**src/rtl/pwm_tmr_pkg.sv**
```systemverilog
package pwm_tmr_pkg;
   localparam int CTRL_W = 4;

   // Control word layout, bit 0 upward: start, manual, reload, invert
   typedef struct packed {
      logic invert;
      logic reload;
      logic manual;
      logic start;
   } pwm_ctrl_t;
endpackage

```
**src/rtl/pwm_tmr_regs.sv**
```systemverilog
module pwm_tmr_regs
   import pwm_tmr_pkg::*;
#(
   parameter int CNT_W = 16
) (
   input  logic                clk,
   input  logic                rst_n,
   input  logic                cnt_buf_we,
   input  logic [CNT_W-1:0]    cnt_buf_wdata,
   input  logic                cmp_buf_we,
   input  logic [CNT_W-1:0]    cmp_buf_wdata,
   input  logic                ctrl_we,
   input  logic [CTRL_W-1:0]   ctrl_wdata,
   input  logic                halt_evt,
   output logic [CNT_W-1:0]    cnt_buf,
   output logic [CNT_W-1:0]    cmp_buf,
   output pwm_ctrl_t           ctrl
);
   always_ff @(posedge clk) begin
      if (!rst_n) begin
         cnt_buf <= '0;
         cmp_buf <= '0;
      end else begin
         if (cnt_buf_we) cnt_buf <= cnt_buf_wdata;
         if (cmp_buf_we) cmp_buf <= cmp_buf_wdata;
      end
   end

   // A software write wins over the one-shot self-clear
   always_ff @(posedge clk) begin
      if (!rst_n) begin
         ctrl <= '0;
      end else if (ctrl_we) begin
         ctrl <= pwm_ctrl_t'(ctrl_wdata);
      end else if (halt_evt) begin
         ctrl.start <= 1'b0;
      end
   end
endmodule

```
**src/rtl/pwm_tmr_core.sv**
```systemverilog
module pwm_tmr_core
   import pwm_tmr_pkg::*;
#(
   parameter int CNT_W = 16
) (
   input  logic                clk,
   input  logic                rst_n,
   input  logic                tick_en,
   input  pwm_ctrl_t           ctrl,
   input  logic [CNT_W-1:0]    cnt_buf,
   input  logic [CNT_W-1:0]    cmp_buf,
   output logic [CNT_W-1:0]    count,
   output logic [CNT_W-1:0]    compare,
   output logic                run,
   output logic                zero_hit,
   output logic                halt_evt
);
   logic at_zero;

   always_comb begin
      run      = ctrl.start && !ctrl.manual;
      at_zero  = (count == '0);
      zero_hit = run && tick_en && at_zero;
      halt_evt = zero_hit && !ctrl.reload;
   end

   always_ff @(posedge clk) begin
      if (!rst_n) begin
         count   <= '0;
         compare <= '0;
      end else if (ctrl.manual) begin
         count   <= cnt_buf;
         compare <= cmp_buf;
      end else if (run && tick_en) begin
         if (at_zero) begin
            if (ctrl.reload) begin
               count   <= cnt_buf;
               compare <= cmp_buf;
            end
         end else begin
            count <= count - 1'b1;
         end
      end
   end
endmodule

```
**src/rtl/pwm_tmr_out.sv**
```systemverilog
module pwm_tmr_out #(
   parameter int CNT_W   = 16,
   parameter bit HAS_PIN = 1'b1
) (
   input  logic                run,
   input  logic [CNT_W-1:0]    count,
   input  logic [CNT_W-1:0]    compare,
   input  logic                invert,
   output logic                pwm_out
);
   generate
      if (HAS_PIN) begin : g_pin
         logic active;
         assign active  = run && (count <= compare);
         assign pwm_out = active ^ invert;
      end else begin : g_no_pin
         logic unused_inputs;
         assign unused_inputs = ^{run, count, compare, invert};
         assign pwm_out       = 1'b0;
      end
   endgenerate
endmodule

```
**src/rtl/pwm_dbuf_timer.sv**
```systemverilog
module pwm_dbuf_timer
   import pwm_tmr_pkg::*;
#(
   parameter int CNT_W   = 16,
   parameter bit HAS_PIN = 1'b1
) (
   input  logic                clk,
   input  logic                rst_n,
   input  logic                tick_en,
   input  logic                cnt_buf_we,
   input  logic [CNT_W-1:0]    cnt_buf_wdata,
   input  logic                cmp_buf_we,
   input  logic [CNT_W-1:0]    cmp_buf_wdata,
   input  logic                ctrl_we,
   input  logic [3:0]          ctrl_wdata,
   output logic [CNT_W-1:0]    count_value,
   output logic                running,
   output logic                expire,
   output logic                pwm_out
);
   generate
      if (CNT_W < 2 || CNT_W > 32) begin : g_bad_width
         $error("pwm_dbuf_timer: CNT_W must lie in 2..32");
      end
      if (CTRL_W != 4) begin : g_bad_ctrl
         $error("pwm_dbuf_timer: control word must be 4 bits");
      end
   endgenerate

   pwm_ctrl_t          ctrl_q;
   logic [CNT_W-1:0]   cnt_buf, cmp_buf, act_count, act_cmp;
   logic               run, zero_hit, halt_evt;
   logic               c_start, c_manual, c_reload, c_invert;

   assign c_start  = ctrl_q.start;
   assign c_manual = ctrl_q.manual;
   assign c_reload = ctrl_q.reload;
   assign c_invert = ctrl_q.invert;

   pwm_tmr_regs #(.CNT_W(CNT_W)) u_regs (
      .clk           (clk),
      .rst_n         (rst_n),
      .cnt_buf_we    (cnt_buf_we),
      .cnt_buf_wdata (cnt_buf_wdata),
      .cmp_buf_we    (cmp_buf_we),
      .cmp_buf_wdata (cmp_buf_wdata),
      .ctrl_we       (ctrl_we),
      .ctrl_wdata    (ctrl_wdata),
      .halt_evt      (halt_evt),
      .cnt_buf       (cnt_buf),
      .cmp_buf       (cmp_buf),
      .ctrl          (ctrl_q)
   );

   pwm_tmr_core #(.CNT_W(CNT_W)) u_core (
      .clk      (clk),
      .rst_n    (rst_n),
      .tick_en  (tick_en),
      .ctrl     (ctrl_q),
      .cnt_buf  (cnt_buf),
      .cmp_buf  (cmp_buf),
      .count    (act_count),
      .compare  (act_cmp),
      .run      (run),
      .zero_hit (zero_hit),
      .halt_evt (halt_evt)
   );

   pwm_tmr_out #(.CNT_W(CNT_W), .HAS_PIN(HAS_PIN)) u_out (
      .run     (run),
      .count   (act_count),
      .compare (act_cmp),
      .invert  (c_invert),
      .pwm_out (pwm_out)
   );

   assign count_value = act_count;
   assign running     = c_start;
   assign expire      = zero_hit;
endmodule

```
**config.mk**
```make
export PLATFORM = sky130hd
export DESIGN_NAME = pwm_dbuf_timer
export DESIGN_NICKNAME = d
export VERILOG_FILES = /design/src/rtl/pwm_tmr_pkg.sv /design/src/rtl/pwm_tmr_regs.sv /design/src/rtl/pwm_tmr_core.sv /design/src/rtl/pwm_tmr_out.sv /design/src/rtl/pwm_dbuf_timer.sv
export SDC_FILE = /design/constraint.sdc
export NUM_CORES = 1
export LEC_CHECK = 0
export BUFFER_PORTS_ARGS = -buffer_cell sky130_fd_sc_hd__buf_2
export CORE_ASPECT_RATIO = 0.9
export CORE_MARGIN = 2
export CORE_UTILIZATION = 35
export CTS_BUF_LIST = sky130_fd_sc_hd__clkbuf_8 sky130_fd_sc_hd__clkbuf_16
export DETAILED_ROUTE_END_ITERATION = 16
export PLACE_DENSITY = 0.51
export RECOVER_POWER = 100
export SKIP_CTS_REPAIR_TIMING = 1
export SLEW_MARGIN = 40
export SYNTH_ARGS = -nofsm -noshare
export SYNTH_HDL_FRONTEND = slang
export SYNTH_HIERARCHICAL = 1
export SYNTH_SLANG_ARGS = --single-unit
export TNS_END_PERCENT = 50
```
**constraint.sdc**
```tcl
create_clock -name clk -period 6.65 [get_ports clk]
set_clock_uncertainty 0.15 [all_clocks]
set_input_delay 1.33 -clock clk [delete_from_list [all_inputs] [get_ports clk]]
set_output_delay 1.33 -clock clk [all_outputs]
set_load 0.005 [all_outputs]
```
== Word level (Yosys, flattened, before mapping) ==
Cells that the tools add are included.

* Bits in registers: 68
* Bits of input ports: 42
* Output and inout bits: 19
* Logic and storage cells: 36

* $add $sub $neg: 1
* Magnitude comparators: 1
* Eq/ne operators: 1
* Multiplexer cells: 10
* Bitwise gates (word level): 1
* Reduce and logical (&&, ||, !) cells: 14

{| class="wikitable"
|+ Operators with widths
! operator !! count
|-
| 16-bit 2-to-1 mux || 8
|-
| 16-bit <= comparator || 1
|-
| 16-bit logical NOT || 1
|-
| 16-bit by 1-bit subtractor with 16-bit output (second input constant) || 1
|-
| 2-bit nonzero test || 4
|-
| 1-bit logical AND || 5
|-
| 3-bit != test (second input constant) || 1
|-
| 3-bit AND reduction || 1
|-
| 1-bit logical NOT || 2
|-
| 1-bit 2-to-1 mux || 2
|-
| 2-bit AND reduction || 1
|-
| 1-bit bitwise XOR || 1
|}

== Depth between registers and ports, before layout ==
* Depth in word-level cells: 7
* Gate-level depth with buffers: 9
* Mapped depth without buffers: 7

== Modules after synthesis ==
The synthesis kept the hierarchy.

{| class="wikitable"
|+ Modules (own cells, without submodules)
! module !! times used !! cells an instance !! area each (um^2) !! sequential area each (um^2)
|-
| pwm_tmr_core || 1 || 221 || 1889.3 || 640.6
|-
| pwm_tmr_regs || 1 || 117 || 1397.6 || 720.7
|-
| pwm_tmr_out || 1 || 57 || 431.7 || 0.0
|}

== Least setup slack after synthesis ==
Ideal clock, no wire load.

* Path type: register to output
* From: register u_core.count[12]
* To: output pwm_out
* Arrival time: 1.688 ns
* Required time: 5.170 ns
* Path slack: 3.482 ns
* Stages on the path, launching flop included: 7
* Buffers on the path: 0
* Cells stage by stage: dfxtp_1 ha_1 nand4_2 o2111ai_1 a311o_1 o31ai_2 xor2_1

* Word-level cells in the longest chain between the ends: 3

{| class="wikitable"
|+ Ends and longest elaborated chain
! item !! RTL line !! source
|-
| from (decl) || pwm_tmr_core.sv:12 || <nowiki>output logic [CNT_W-1:0] count,</nowiki>
|-
| from (signal assigned) || pwm_tmr_core.sv:32 || <nowiki>count <= cnt_buf;</nowiki>
|-
| from (signal assigned) || pwm_tmr_core.sv:37 || <nowiki>count <= cnt_buf;</nowiki>
|-
| from (signal assigned) || pwm_tmr_core.sv:41 || <nowiki>count <= count - 1'b1;</nowiki>
|-
| 16-bit <= comparator || pwm_tmr_out.sv:14 || <nowiki>assign active = run && (count <= compare);</nowiki>
|-
| 1-bit logical AND || pwm_tmr_out.sv:14 ||
|-
| 1-bit bitwise XOR || pwm_tmr_out.sv:15 || <nowiki>assign pwm_out = active ^ invert;</nowiki>
|-
| to (decl) || pwm_dbuf_timer.sv:19 || <nowiki>output logic pwm_out</nowiki>
|}

Every way passes these cells.

== Worst setup path in the final report ==
* From: register u_core.count[0]
* To: output expire

* Word-level cells in the longest chain between the ends: 2

{| class="wikitable"
|+ Ends and longest elaborated chain
! item !! RTL line !! source
|-
| 16-bit logical NOT || pwm_tmr_core.sv:22 || <nowiki>at_zero = (count == '0);</nowiki>
|-
| 1-bit logical AND || pwm_tmr_core.sv:23 || <nowiki>zero_hit = run && tick_en && at_zero;</nowiki>
|-
| to (decl) || pwm_dbuf_timer.sv:18 || <nowiki>output logic expire,</nowiki>
|}

Every way passes these cells.

==> metrics <==
Slowest-stage cell, CP=nand4_1; delay-heaviest family, CP=simple AND/OR/NAND/NOR gates; Mapped Nets=455; Clock Tree Buf Depth=2; RSZ-0062 raised after global routing=false; final WL=8950 um; initial antenna violation count=0; Die Wd=113 um; Post-Synth Adder-Cell Area=6.06%; Pleak=1.76 nW; H-tree Lvls=3; Slew HR=-25.0%; status=complete, but fails checks; final setup fails=0; largest net degree at the start of global routing=51; async set or reset register ratio after synthesis=0%; setup_tns=0 ns; mux contribution to synthesized area=9.42%; final period utilization=58.8%; main combinational cell family by area after synthesis=simple AND/OR/NAND/NOR gates; DR DRC count=0; total gr overflow=0; final hold violation count=0; I/O Pins=61; number of detailed-route iterations in the first pass=4; max cap viols=1; fin nets=508; Min-Delay Path Class=reg2reg; core area=10300 um2; TritonCTS clock tree=yes; violated checks=max-capacitance violations, max-slew violations; min Tclk post-route=3.91 ns; placed cells=565; CTS root buffer=clkbuf_16; worst vdd ir=0.0985 mV; post-synthesis compound-gate area fraction=17.2%; Area Overhead vs Synth=15.7%; CTS Buf Count=9; Buffers on Ports=60; post-synth top area cell=dfxtp_1; worst reg2reg path startpoint=u_core/count[0]; diode count=0; die area=11500 um2; Via-to-Cell Ratio=5.10; max frequency=0.256 GHz; CP Buf/Inv Count=2; Initial DRC Count=122; Initial Util=36.1%; WP data required=5.17 ns; Global Route Usage Sum=16.2%; first-pass GRT wire length=14800 um; Crit Path Category=reg2out; Worst setup EP type=primary output; worst slew pin tran=1.87 ns; Register-to-Register Path Depth=7; most area-consuming cells after synthesis=dfxtp_1 37%, mux2i_1 9.4%, nor2b_1 6.4%; Arrival @ worst endpoint=2.43 ns; Post-Syn Area=3720 um2; wire per inst=15.4 um; DIE HEIGHT=102 um; Yosys reg bits=68; fillers=1062; final RePlAce weighted congestion=0.856; share of layout cells above drive strength 1=22.3%; vias in the first global route=2946; CP max FO=13; Top FF cell, synth=dfxtp_1; Detailed Place HPWL=6340 um; Post-synth EDFFs=0; Post-Synth Simple-Gate Area=23.4%; min-delay src=u_core/compare[6]; post-synthesis cell count=395; Sink Count=68; fin cells=582; crit-path max cell delay=0.70 ns; clk_lat worst skew=0.32 ns; pwr dens=277 nW/um2; Via Count=2969; FP Rows=35; Worst R2R End=u_core/count[1]; hold depth=2; sequential-to-total area share from yosys stat=36.6%; Yosys cell types=66; R2R Setup Slk=3.35 ns; Synth Warn #=6; nature of the critical path startpoint=register; share of the synthesized area in the top cell type=36.6%; Syn Area/Cell=9.41 um2; Slew Limit Fails=51; clock-pin slew of the registers on the worst-case setup and hold paths=0.06 ns; Routed Antenna Nets=0; CP cell instances=inv_1 -> ha_1 -> nor4b_2 -> nand4_1 -> nor2_1 -> buf_2; hold endpoint=u_core/compare[6]; xor/xnor share of the synthesized area=0.236%
[logic make-up (layout without fill, tap and decap cells)]
logic type | count (synthesis) | count (layout)
xor gates and xnor gates | 1 | 1
buffers and inverters | 43 | 101
adders and majority gates | 18 | 18
and+or+nand+nor | 147 | 147
muxes | 35 | 35
AOI/OAI and AO/OA | 83 | 83
DFF | 68 | 68
[routing by layer]
metal | global-route usage (%) | vias to the layer above | wire (um)
met2 | 25.9 | 61 | 4120
met3 | 2.93 | 9 | 373
met5 | 0 | - | 0
met1 | 22.0 | 1382 | 4340
li1 | - | 1517 | -
met4 | 5.82 | 0 | 117
[registers in the layout (all words and copies together), names as in the netlist]
register	count
u_regs/ctrl	4
u_core/compare	16
u_regs/cnt_buf	16
u_regs/cmp_buf	16
u_core/count	16
[synthesized netlist by cell type, types with 3 or more instances]
library cell / count
a21oi_1: 17
a22oi_1: 3
nand2_1: 32
nand3_1: 13
buf_6: 6
nand4_1: 4
inv_1: 20
a21o_1: 4
o31a_1: 4
nor2b_1: 38
a21oi_2: 11
nand2_2: 10
and3_1: 3
and2_1: 3
buf_2: 6
nor2_1: 12
nor4_1: 3
ha_1: 18
mux2i_1: 35
clkbuf_1: 4
nor3_1: 11
dfxtp_1: 68
o21ai_0: 6
o211ai_1: 10
[stage by stage]
stage               util (%)  power [W]  setup slack, ns  hold WS (ns)  instance area (um2)
detailed placement      39.0   0.000727             3.19         0.294                 4020
global placement        39.0   0.000725             3.23         0.293                 4020
floorplan                  -   0.000666             3.48         0.282                 3720
finish                  41.8    0.00119             2.74         0.302                 4300
global route            41.8    0.00126             2.41         0.319                 4300
CTS                     41.9    0.00121             2.83         0.302                 4310
[area by class of cell]
cell class / instances / area, um2 / area share (%)
multi-input combinational: 284 / 2080 / 48.3
sequential: 68 / 1360 / 31.6
timing repair buffer: 64 / 329 / 7.65
clock buffer: 10 / 239 / 5.55
tap: 129 / 161 / 3.75
inverter: 21 / 78.8 / 1.83
clock inverter: 6 / 56.3 / 1.31
[report_power, final]
| part | switching, W | leakage (nW) | internal [W] |
|---|---|---|---|
| clock network | 0.000177 | 0.155 | 0.000297 |
| registers | 0.0000245 | 0.557 | 0.000430 |
| logic | 0.000155 | 1.05 | 0.000110 |
[tightest hold or removal path, stage by stage (launching register included)]
cell and delay, ns:
dfxtp_1 0.31, nand2_1 0.05, a21oi_1 0.05
[placed cells by master, fill, tap and decap left out, types with 13 or more instances in the layout]
| cell | n |
|---|---|
| inv_1 | 22 |
| nand3_1 | 13 |
| mux2i_1 | 35 |
| nand2_1 | 32 |
| buf_2 | 49 |
| a21oi_1 | 18 |
| dfxtp_1 | 68 |
| ha_1 | 18 |
| clkbuf_1 | 13 |
| nor2b_1 | 38 |
[worst max-delay path by stage]
| stage | start | to | cells past startpoint |
|---|---|---|---|
| after floorplan | u_core/count[12] | pwm_out | 6 |
| after detailed placement | u_core/count[12] | pwm_out | 7 |
| after global routing | rst_n | u_core/count[7] | 5 |
| final | u_core/count[0] | expire | 6 |
| after global placement | u_core/count[12] | pwm_out | 7 |
| after CTS | u_core/count[12] | pwm_out | 7 |
Power figures use the tool's default switching activity.
